[config.mk]
export PLATFORM = sky130hd
export DESIGN_NAME = hdbg_ctrl
export DESIGN_NICKNAME = d
export VERILOG_FILES = /design/src/rtl/hdbg_pkg.sv /design/src/rtl/hdbg_halt_ctrl.sv /design/src/rtl/hdbg_itr.sv /design/src/rtl/hdbg_mbox.sv /design/src/rtl/hdbg_ctrl.sv
export SDC_FILE = /design/constraint.sdc
export NUM_CORES = 1
export LEC_CHECK = 0
export ABC_AREA = 0
export ABC_CLOCK_PERIOD_IN_PS = 1900
export CAP_MARGIN = 10
export CORE_AREA = 4 4 132 134
export DETAILED_ROUTE_END_ITERATION = 6
export DIE_AREA = 0 0 136 138
export DONT_BUFFER_PORTS = 1
export PLACE_DENSITY_LB_ADDON = 0.25
export SETUP_SLACK_MARGIN = 0.05
export SYNTH_ARGS = -nofsm -noshare
export SYNTH_HDL_FRONTEND = slang
export SYNTH_SLANG_ARGS = --single-unit
[constraint.sdc]
create_clock -name clk -period 1.9 [get_ports clk]
set_clock_uncertainty 0.2 [all_clocks]
set_input_delay 0.38 -clock clk [delete_from_list [all_inputs] [get_ports clk]]
set_output_delay 0.38 -clock clk [all_outputs]
set_load 0.02 [all_outputs]
[src/rtl/hdbg_pkg.sv]
// Shared definitions for the halting debug controller.
// Assumes word-addressed debug bus; addresses and bit positions below are the
// software-visible layout.
package hdbg_pkg;
    typedef enum logic [1:0] {
        CAUSE_NONE = 2'd0,
        CAUSE_BKPT = 2'd1,
        CAUSE_WPT  = 2'd2,
        CAUSE_EREQ = 2'd3
    } cause_e;

    localparam logic [1:0] AUTH_NS  = 2'd1;
    localparam logic [1:0] AUTH_ALL = 2'd2;

    localparam int ADDR_CTRL = 0;
    localparam int ADDR_ITR  = 1;
    localparam int ADDR_DN   = 2;
    localparam int ADDR_UP   = 3;

    localparam int B_HWEN    = 0;
    localparam int B_EXTEN   = 1;
    localparam int B_RESTART = 2;
    localparam int B_HALTED  = 4;
    localparam int B_CAUSE   = 5;
    localparam int B_ERR     = 8;
    localparam int N_ERR     = 3;
    localparam int B_FULL    = 12;
endpackage

[src/rtl/hdbg_halt_ctrl.sv]
// Halt entry/exit state. Qualifies events by enable and authentication,
// records the cause of the last halt, and honours restart only when no
// injected instruction is outstanding. Assumes events are single-cycle.
module hdbg_halt_ctrl
    import hdbg_pkg::*;
(
    input  logic       clk,
    input  logic       rst_n,
    input  logic       ev_bkpt,
    input  logic       ev_wpt,
    input  logic       ev_ereq,
    input  logic       en_hw,
    input  logic       en_ext,
    input  logic       sec_state,
    input  logic [1:0] auth_lvl,
    input  logic       restart_req,
    input  logic       itr_busy,
    output logic       halted,
    output cause_e     cause
);
    logic permit;
    logic hit_bk, hit_wp, hit_ex;

    // Authentication: level 1 covers non-secure only, level 2+ covers both.
    always_comb permit = (auth_lvl >= AUTH_ALL) || ((auth_lvl == AUTH_NS) && !sec_state);

    // Per-event enables.
    always_comb begin
        hit_bk = ev_bkpt && en_hw;
        hit_wp = ev_wpt  && en_hw;
        hit_ex = ev_ereq && en_ext;
    end

    // Halt state and cause register.
    always_ff @(posedge clk) begin
        if (!rst_n) begin
            halted <= 1'b0;
            cause  <= CAUSE_NONE;
        end else if (!halted) begin
            if (permit && (hit_bk || hit_wp || hit_ex)) begin
                halted <= 1'b1;
                if (hit_bk)      cause <= CAUSE_BKPT;
                else if (hit_wp) cause <= CAUSE_WPT;
                else             cause <= CAUSE_EREQ;
            end
        end else if (restart_req && !itr_busy) begin
            halted <= 1'b0;
        end
    end

    assert_auth_gate_R4: assert property (@(posedge clk) disable iff (!rst_n)
        $rose(halted) |-> ($past(auth_lvl) >= AUTH_ALL) ||
                          (($past(auth_lvl) == AUTH_NS) && !$past(sec_state)));

    assert_restart_empty_R10: assert property (@(posedge clk) disable iff (!rst_n)
        $fell(halted) |-> $past(restart_req) && !$past(itr_busy));

    assert_cause_hold_R5: assert property (@(posedge clk) disable iff (!rst_n)
        $past(halted) && halted |-> $stable(cause));
endmodule

[src/rtl/hdbg_itr.sv]
// Instruction injection register. Accepts a word only while halted and empty,
// issues it with a one-cycle strobe, and stays full until the core
// acknowledges. Flags a write that arrives while full.
module hdbg_itr #(
    parameter int DATA_W = 32
) (
    input  logic              clk,
    input  logic              rst_n,
    input  logic              wr,
    input  logic [DATA_W-1:0] wdata,
    input  logic              accept,
    input  logic              done,
    output logic              full,
    output logic              issue,
    output logic [DATA_W-1:0] insn,
    output logic              overrun
);
    logic load;

    // Write qualification and overrun detection.
    always_comb begin
        load    = wr && accept && !full;
        overrun = wr && full;
    end

    // Holding register, full flag and issue strobe.
    always_ff @(posedge clk) begin
        if (!rst_n) begin
            full  <= 1'b0;
            issue <= 1'b0;
            insn  <= '0;
        end else begin
            issue <= load;
            if (load) begin
                full <= 1'b1;
                insn <= wdata;
            end else if (done) begin
                full <= 1'b0;
            end
        end
    end

    assert_issue_pulse_R6: assert property (@(posedge clk) disable iff (!rst_n)
        issue |=> !issue);

    assert_issue_full_R6: assert property (@(posedge clk) disable iff (!rst_n)
        issue |-> full);

    assert_insn_kept_R7: assert property (@(posedge clk) disable iff (!rst_n)
        $past(full) && full |-> $stable(insn));
endmodule

[src/rtl/hdbg_mbox.sv]
// One-direction, single-entry mailbox. A write fills it, a take empties it;
// a write while full is dropped and reported as an overflow pulse.
module hdbg_mbox #(
    parameter int DATA_W = 32
) (
    input  logic              clk,
    input  logic              rst_n,
    input  logic              wr,
    input  logic [DATA_W-1:0] wdata,
    input  logic              take,
    output logic              full,
    output logic [DATA_W-1:0] data,
    output logic              overflow
);
    // Overflow indication for the sticky error bits.
    always_comb overflow = wr && full;

    // Slot data and occupancy.
    always_ff @(posedge clk) begin
        if (!rst_n) begin
            full <= 1'b0;
            data <= '0;
        end else if (full) begin
            if (take) full <= 1'b0;
        end else if (wr) begin
            full <= 1'b1;
            data <= wdata;
        end
    end

    assert_no_overflow_R8: assert property (@(posedge clk) disable iff (!rst_n)
        full && !take |=> full && $stable(data));
endmodule

[src/rtl/hdbg_ctrl.sv]
// Halting debug controller top. Decodes the debug bus, holds the enables and
// sticky error bits, and ties together halt control, instruction injection
// and the two mailboxes. Assumes one bus access per cycle; read data is
// combinational in the cycle of bus_rd.
module hdbg_ctrl
    import hdbg_pkg::*;
#(
    parameter int DATA_W = 32,
    parameter int ADDR_W = 2
) (
    input  logic              clk,
    input  logic              rst_n,
    input  logic              ev_bkpt,
    input  logic              ev_wpt,
    input  logic              ev_ereq,
    input  logic              sec_state,
    input  logic [1:0]        auth_lvl,
    input  logic              bus_wr,
    input  logic              bus_rd,
    input  logic [ADDR_W-1:0] bus_addr,
    input  logic [DATA_W-1:0] bus_wdata,
    output logic [DATA_W-1:0] bus_rdata,
    output logic              halted,
    output logic              fetch_stall,
    output logic              irq_mask,
    output logic              itr_issue,
    output logic [DATA_W-1:0] itr_insn,
    input  logic              itr_done,
    input  logic              core_rx_rd,
    output logic [DATA_W-1:0] core_rx_data,
    output logic              core_rx_full,
    input  logic              core_tx_wr,
    input  logic [DATA_W-1:0] core_tx_data
);
    localparam int ADDR_N = 1 << ADDR_W;

    logic [ADDR_N-1:0] wsel;
    logic [ADDR_N-1:0] rsel;
    logic              en_hw_q, en_ext_q;
    logic [N_ERR-1:0]  err_q;
    logic [N_ERR-1:0]  err_set;
    logic [N_ERR-1:0]  err_clr;
    logic              restart_req;
    logic              itr_full, itr_ovr;
    logic              up_full, up_ovr, dn_ovr;
    logic [DATA_W-1:0] up_data;
    cause_e            cause;
    logic [DATA_W-1:0] status;

    // One-hot address decode for writes and reads.
    generate
        for (genvar a = 0; a < ADDR_N; a++) begin : g_dec
            assign wsel[a] = bus_wr && (bus_addr == ADDR_W'(a));
            assign rsel[a] = bus_rd && (bus_addr == ADDR_W'(a));
        end
    endgenerate

    // Control-write side effects.
    always_comb begin
        restart_req = wsel[ADDR_CTRL] && bus_wdata[B_RESTART];
        err_clr     = wsel[ADDR_CTRL] ? bus_wdata[B_ERR +: N_ERR] : '0;
        err_set     = {up_ovr, dn_ovr, itr_ovr};
    end

    // Enable bits and sticky errors (a new error wins over a clear).
    always_ff @(posedge clk) begin
        if (!rst_n) begin
            en_hw_q  <= 1'b0;
            en_ext_q <= 1'b0;
            err_q    <= '0;
        end else begin
            if (wsel[ADDR_CTRL]) begin
                en_hw_q  <= bus_wdata[B_HWEN];
                en_ext_q <= bus_wdata[B_EXTEN];
            end
            err_q <= (err_q & ~err_clr) | err_set;
        end
    end

    hdbg_halt_ctrl u_halt (
        .clk         (clk),
        .rst_n       (rst_n),
        .ev_bkpt     (ev_bkpt),
        .ev_wpt      (ev_wpt),
        .ev_ereq     (ev_ereq),
        .en_hw       (en_hw_q),
        .en_ext      (en_ext_q),
        .sec_state   (sec_state),
        .auth_lvl    (auth_lvl),
        .restart_req (restart_req),
        .itr_busy    (itr_full),
        .halted      (halted),
        .cause       (cause)
    );

    hdbg_itr #(.DATA_W(DATA_W)) u_itr (
        .clk     (clk),
        .rst_n   (rst_n),
        .wr      (wsel[ADDR_ITR]),
        .wdata   (bus_wdata),
        .accept  (halted),
        .done    (itr_done),
        .full    (itr_full),
        .issue   (itr_issue),
        .insn    (itr_insn),
        .overrun (itr_ovr)
    );

    hdbg_mbox #(.DATA_W(DATA_W)) u_dn (
        .clk      (clk),
        .rst_n    (rst_n),
        .wr       (wsel[ADDR_DN]),
        .wdata    (bus_wdata),
        .take     (core_rx_rd),
        .full     (core_rx_full),
        .data     (core_rx_data),
        .overflow (dn_ovr)
    );

    hdbg_mbox #(.DATA_W(DATA_W)) u_up (
        .clk      (clk),
        .rst_n    (rst_n),
        .wr       (core_tx_wr),
        .wdata    (core_tx_data),
        .take     (rsel[ADDR_UP]),
        .full     (up_full),
        .data     (up_data),
        .overflow (up_ovr)
    );

    // Halt-dependent core controls.
    always_comb begin
        fetch_stall = halted;
        irq_mask    = halted;
    end

    // Status word assembly.
    always_comb begin
        status              = '0;
        status[B_HWEN]      = en_hw_q;
        status[B_EXTEN]     = en_ext_q;
        status[B_HALTED]    = halted;
        status[B_CAUSE +: 2] = cause;
        status[B_ERR +: N_ERR] = err_q;
        status[B_FULL]      = itr_full;
        status[B_FULL + 1]  = core_rx_full;
        status[B_FULL + 2]  = up_full;
    end

    // Read data multiplexer.
    always_comb begin
        case (bus_addr)
            ADDR_W'(ADDR_CTRL): bus_rdata = status;
            ADDR_W'(ADDR_ITR):  bus_rdata = itr_insn;
            ADDR_W'(ADDR_DN):   bus_rdata = core_rx_data;
            default:            bus_rdata = up_data;
        endcase
    end

    assert_sticky_itr_R7: assert property (@(posedge clk) disable iff (!rst_n)
        $rose(err_q[0]) |-> $past(itr_full) && $past(wsel[ADDR_ITR]));

    assert_sticky_up_R9: assert property (@(posedge clk) disable iff (!rst_n)
        $rose(err_q[2]) |-> $past(up_full) && $past(core_tx_wr));

    assert_up_empties_R9: assert property (@(posedge clk) disable iff (!rst_n)
        up_full && rsel[ADDR_UP] |=> !up_full);
endmodule

==> Word-level counts from Yosys, hierarchy flattened <==
Cells that the tools add are included.
{ "totals": {"out_inout_bits": 101, "wordCells": 64, "in_bits": 79, "regBits": 108} }
{ "classes": {"bitwise": 6, "muxes": 15, "magnitude_cmp": 1, "n_reduce_logical": 26, "n_eq_ne": 4} }
{ "op_table": {"columns": ["op", "n"], "rows": [
  ["32-bit one-hot mux with 3 select lines", 1],
  ["1-bit logical AND", 16],
  ["1-bit two-way mux", 12],
  ["2-bit AND reduction", 3],
  ["2-bit by 1-bit equality test with 1-bit output (second input constant)", 2],
  ["2-bit equality test (second input constant)", 2],
  ["3-bit AND", 1],
  ["1-bit logical OR", 3],
  ["3-bit two-way mux", 1],
  ["1-bit inverter", 3],
  ["3-bit inverter", 1],
  ["3-bit OR", 1],
  ["2-bit >= comparator (second input constant)", 1],
  ["1-bit zero test", 2],
  ["2-bit zero test", 1],
  ["2-bit two-way mux", 1],
  ["2-bit nonzero test", 1]
]} }

==> Depth between registers and ports, before layout <==
{ "logic_depth": {"depth_word": 6, "depth_mapped": 6, "depth_no_buf": 3} }

==> Hierarchy <==
A second synthesis with hierarchy kept.
{ "hier_totals": {"cells_unflattened": 541, "hier_area_um2": 5342.6} }
{ "by_module_without_submodules": {"columns": ["module", "cells_each", "n_inst", "seq_area_each_um2", "area_per_inst_um2"], "rows": [
  ["hdbg_mbox", 144, 2, 660.6, 1358.8],
  ["hdbg_itr", 146, 1, 680.7, 1375.1],
  ["hdbg_ctrl", 91, 1, 100.1, 1089.8],
  ["hdbg_halt_ctrl", 16, 1, 60.1, 160.2]
]} }

==> Least setup slack after synthesis <==
Ideal clock, no wire load.
{ "synth_path": {"kind": "input -> output", "start": "in bus_addr[0]", "end": "out bus_rdata[11]", "t_required_ns": 1.320, "cell_stages": 5, "setup_slack_ns": -0.035, "arrival_ns": 1.355, "path_cell_list": "buf_4 -> buf_8 -> buf_6 -> mux2i_1 -> o2bb2ai_1"} }
{ "synth_between": {"elab_chain_cells": 2} }
{ "synth_rtl": {"columns": ["element", "line_no", "rtl"], "rows": [
  ["start, declared", "hdbg_ctrl.sv:20", "input logic [ADDR_W-1:0] bus_addr,"],
  ["2-bit equality test (tied with other cells)", "hdbg_ctrl.sv:152", "case (bus_addr)"],
  ["32-bit one-hot mux with 3 select lines (*)", "hdbg_ctrl.sv:152", null],
  ["end, declared", "hdbg_ctrl.sv:22", "output logic [DATA_W-1:0] bus_rdata,"]
]} }
Every way passes the cells marked *; elsewhere a longest branch is shown, timed or not.

==> Final worst setup path <==
{ "layout_path": {"start": "reg u_dn.data[12]", "end": "out bus_rdata[12]"} }
{ "layout_between": {"elab_chain_cells": 1} }
{ "layout_rtl": {"columns": ["element", "line_no", "rtl"], "rows": [
  ["start, declared", "hdbg_mbox.sv:12", "output logic [DATA_W-1:0] data,"],
  ["start signal, assigned", "hdbg_mbox.sv:27", "data <= wdata;"],
  ["32-bit one-hot mux with 3 select lines", "hdbg_ctrl.sv:152", null]
]} }
No other way between the ends.

==> impl_results.rst <==
.. list-table::
   :header-rows: 1

   * - Metric
     - Value
   * - Aggregate global-route resource usage
     - 17.3%
   * - Count of buffers inserted at the top-level ports
     - 0
   * - Sequential element share of the synthesized area
     - 45.2%
   * - Static power due to leakage
     - 2.42 nW
   * - Proportion of power drawn by flip-flops and latches
     - 47.4%
   * - Power Dens Cells
     - 771 nW/um^2
   * - Worst path cell trace
     - mux4_2
   * - Kind of launch point of the worst setup path
     - flop
   * - Critical path required time
     - 1.32 ns
   * - CTS clock-pin slew for the worst setup and hold paths
     - 0.07 ns
   * - Max Slew Vio Count
     - 0
   * - Wire length of the first global-routing pass
     - 25,200 um
   * - Final setup violating endpoints
     - 0
   * - Post-placement cell count
     - 771
   * - Hold_sp
     - bus_wr
   * - Iter 0 DRT Violations
     - 222
   * - Top cell family by delay on the critical path
     - multiplexers
   * - Slew at the pin with the worst max-slew slack
     - 0.467 ns
   * - Postcts setup bufs
     - 0
   * - Net count of the mapped netlist
     - 622
   * - Count of endpoints failing hold in the final timing report
     - 0
   * - Count of nets left with antenna violations after detail routing
     - 0
   * - Flip-flop and latch count after synthesis
     - 108
   * - Total number of clock tree sinks
     - 108
   * - Final GP Congestion
     - 0.763
   * - Tightest Hold Check Type
     - primary input to flop
   * - Final hold slack
     - 0.0336 ns
   * - P&R area growth vs syn
     - 37.2%
   * - Area share of the largest cell type after synthesis
     - 45.2%
   * - Fraction of final layout cells sized beyond drive strength 1
     - 21.4%
   * - Synth area leader
     - dfxtp_1
   * - Number of cell rows
     - 47
   * - Number of standard cells in the layout, taps in and fillers out
     - 866
   * - Starting utilization of the core area
     - 29.4%
   * - Critical setup path kind
     - flop to output pin
   * - Critical path launch point
     - u_dn.data[12]
   * - Remaining design rule violation count
     - 0
   * - Endpoint class of the critical path
     - output pin
   * - Largest cells by area after synthesis
     - dfxtp_1, nand2_1, mux2i_1
   * - Mapped Avg Cell Area
     - 8.81 um^2
   * - Internal reg-to-reg setup slack
     - 0.33 ns
   * - Half-perimeter wire length after detailed placement
     - 10,600 um
   * - Syn Std Cell Area
     - 4780 um^2
   * - Detail-routed net length per standard cell
     - 19.2 um
   * - Routed WL
     - 16,700 um
   * - Clock latency at the later pin of the worst-skew pair
     - 0.35 ns
   * - Master cell of the clock root buffer
     - clkbuf_16
   * - Largest fanout on the critical path
     - 3
   * - Worst reg2reg startpoint
     - u_up.full
   * - Clock buffer count from CTS
     - 9
   * - Accumulated negative setup slack
     - 0 ns
   * - Area of the core
     - 16,300 um^2
   * - Count of pins on the block boundary
     - 180
   * - Count of warnings emitted by yosys
     - 0
   * - Vertical die dimension
     - 138 um
   * - Worst rel slew slack
     - 68.9%
   * - CTS max path bufs
     - 2
   * - Full die area
     - 18,800 um^2
   * - Synth unique cells
     - 31
   * - Int Pwr
     - 0.00381 W
   * - Setup repair after global routing missed its margin
     - true
   * - Delay of the slowest cell on the worst path
     - 0.56 ns
   * - Clk network pwr share
     - 40.4%
   * - Combinational fraction of design power
     - 12.2%
   * - Largest net degree at the start of global routing
     - 59
   * - Router iterations before antenna repair
     - 5
   * - Power Total
     - 0.00506 W
   * - Max-capacitance violation count
     - 0
   * - Number of inserted diodes
     - 0
   * - Run status
     - finished, final reports clean
   * - Overall die width
     - 136 um
   * - Total number of vias
     - 4,251
   * - Net switching power
     - 0.00126 W
   * - Endpoint arrival time on the critical path
     - 1.29 ns
   * - Sum of overflow across all layers after global routing
     - 0
   * - Post-route fraction of the period consumed by the critical path
     - 98.2%
   * - Worst path slowest cell
     - mux4_2
   * - Drt via density
     - 4.91
   * - Vias in the first global route
     - 4,476
   * - Number of cells produced by synthesis
     - 543
   * - Buffer and inverter count on the worst path
     - 0
   * - Peak supply drop
     - 0.000391 V
   * - Sw frac
     - 24.8%
   * - Initial antenna violation count
     - 0
   * - Count of H-tree levels built during CTS
     - 3
   * - Net count, final
     - 720
   * - Timing-limited maximum frequency
     - 0.536 GHz
   * - Clock tree from TritonCTS
     - built
   * - Final critical path time including I/O delays and setup
     - 1.87 ns
-- layer usage --
| metal | up-vias | track usage, % | part of all wire [%] |
|---|---|---|---|
| li1 | 2040 | - | - |
| met1 | 2037 | 20.9 | 43 |
| met2 | 154 | 29.9 | 49 |
| met3 | 20 | 4.80 | 7.4 |
| met4 | 0 | 4.88 | 1.4 |
| met5 | - | 0 | 0 |
-- area by class of cell --
class,instances,area (um^2)
Fill cell,1639,9720
Tap cell,220,275
Clock inverter,4,72.6
Timing Repair Buffer,132,1270
Clock buffer,12,246
Sequential cell,108,2230
Inverter,8,30.0
Multi-Input combinational cell,382,2440
-- metrics by stage --
step	util (%)	instance area [um^2]	setup slack [ns]
2_1_floorplan	-	4890	0.00898
3_5_place_dp	32.9	5370	0.185
5_1_grt	40.3	6570	0.0136
6_report	40.3	6570	0.0344
4_1_cts	40.2	6550	0.0125
3_3_place_gp	32.9	5370	0.210
-- state kept, by name, summed over array words and instances, names as in the netlist --
signal         cells
u_halt.cause       2
en_ext_q           1
u_itr.issue        1
err_q              3
u_dn.full          1
u_itr.insn        32
u_halt.halted      1
u_dn.data         32
u_itr.full         1
en_hw_q            1
u_up.full          1
u_up.data         32
-- layout by cell type, fill, tap and decap left out, drive strengths merged, types with 2 or more instances in the layout --
cell type and instances:
a21oi 67, a31oi 3, and4 2, buf 54
bufinv 2, clkbuf 12, dfxtp 108, dlygate4sd3 78
inv 8, mux2i 55, mux4 11, nand2 195
nand2b 3, nor2 6, nor3 3, o21a 2
o21ai 3, o221a 2, o2bb2ai 21
-- timing repair --
| action | in CTS | in global routing |
|---|---|---|
| endpoints found under the setup margin | 17 | 13 |
| gates cloned | 0 | 0 |
| gates resized for setup | 37 | 6 |
| hold endpoints to repair | 106 | 0 |
| hold buffers | 79 | 0 |
-- cells in the mapped netlist --
master     number
nor2_1          5
a311oi_1        1
mux2i_1        55
o221a_2         2
buf_6           5
mux4_2         11
nor2_8          1
a211o_1         1
o21a_1          2
buf_2          13
nand4b_4        1
nand2_1       195
nand4bb_1       1
a21oi_1        67
inv_2           1
nand3_1         1
dfxtp_1       108
a31oi_1         3
nor3_1          3
nor2b_1         1
o21ai_0         3
nor3b_2         1
a221oi_1        1
and4_1          2
inv_1           7
and4bb_1        1
clkbuf_1       19
nand2b_1        3
buf_4           4
buf_8           4
o2bb2ai_1      21
-- logic make-up after synthesis --
group	synth area share [%]
buf+inv	6.54
flops	45.2
mux	16.7
compound gates	12.9
simple gates	18.7
-- power by group through the flow --
stage | Sequential (W) | Combinational, W | Clock, W
finish | 0.00240 | 0.000618 | 0.00205
CTS | 0.00240 | 0.000621 | 0.00211
global placement | 0.00246 | 0.000455 | 0
global route | 0.00241 | 0.000670 | 0.00220
detailed placement | 0.00246 | 0.000464 | 0
floorplan | 0.00246 | 0.000356 | 0
-- worst paths after layout --
path | to | cells after the start
worst max-delay path | bus_rdata[12] | 1
worst min-delay path | u_itr.issue | 2
worst max register to register | err_q[2] | 3
worst min register to register | u_up.data[29] | 2
(Power assumes the default switching activity.)
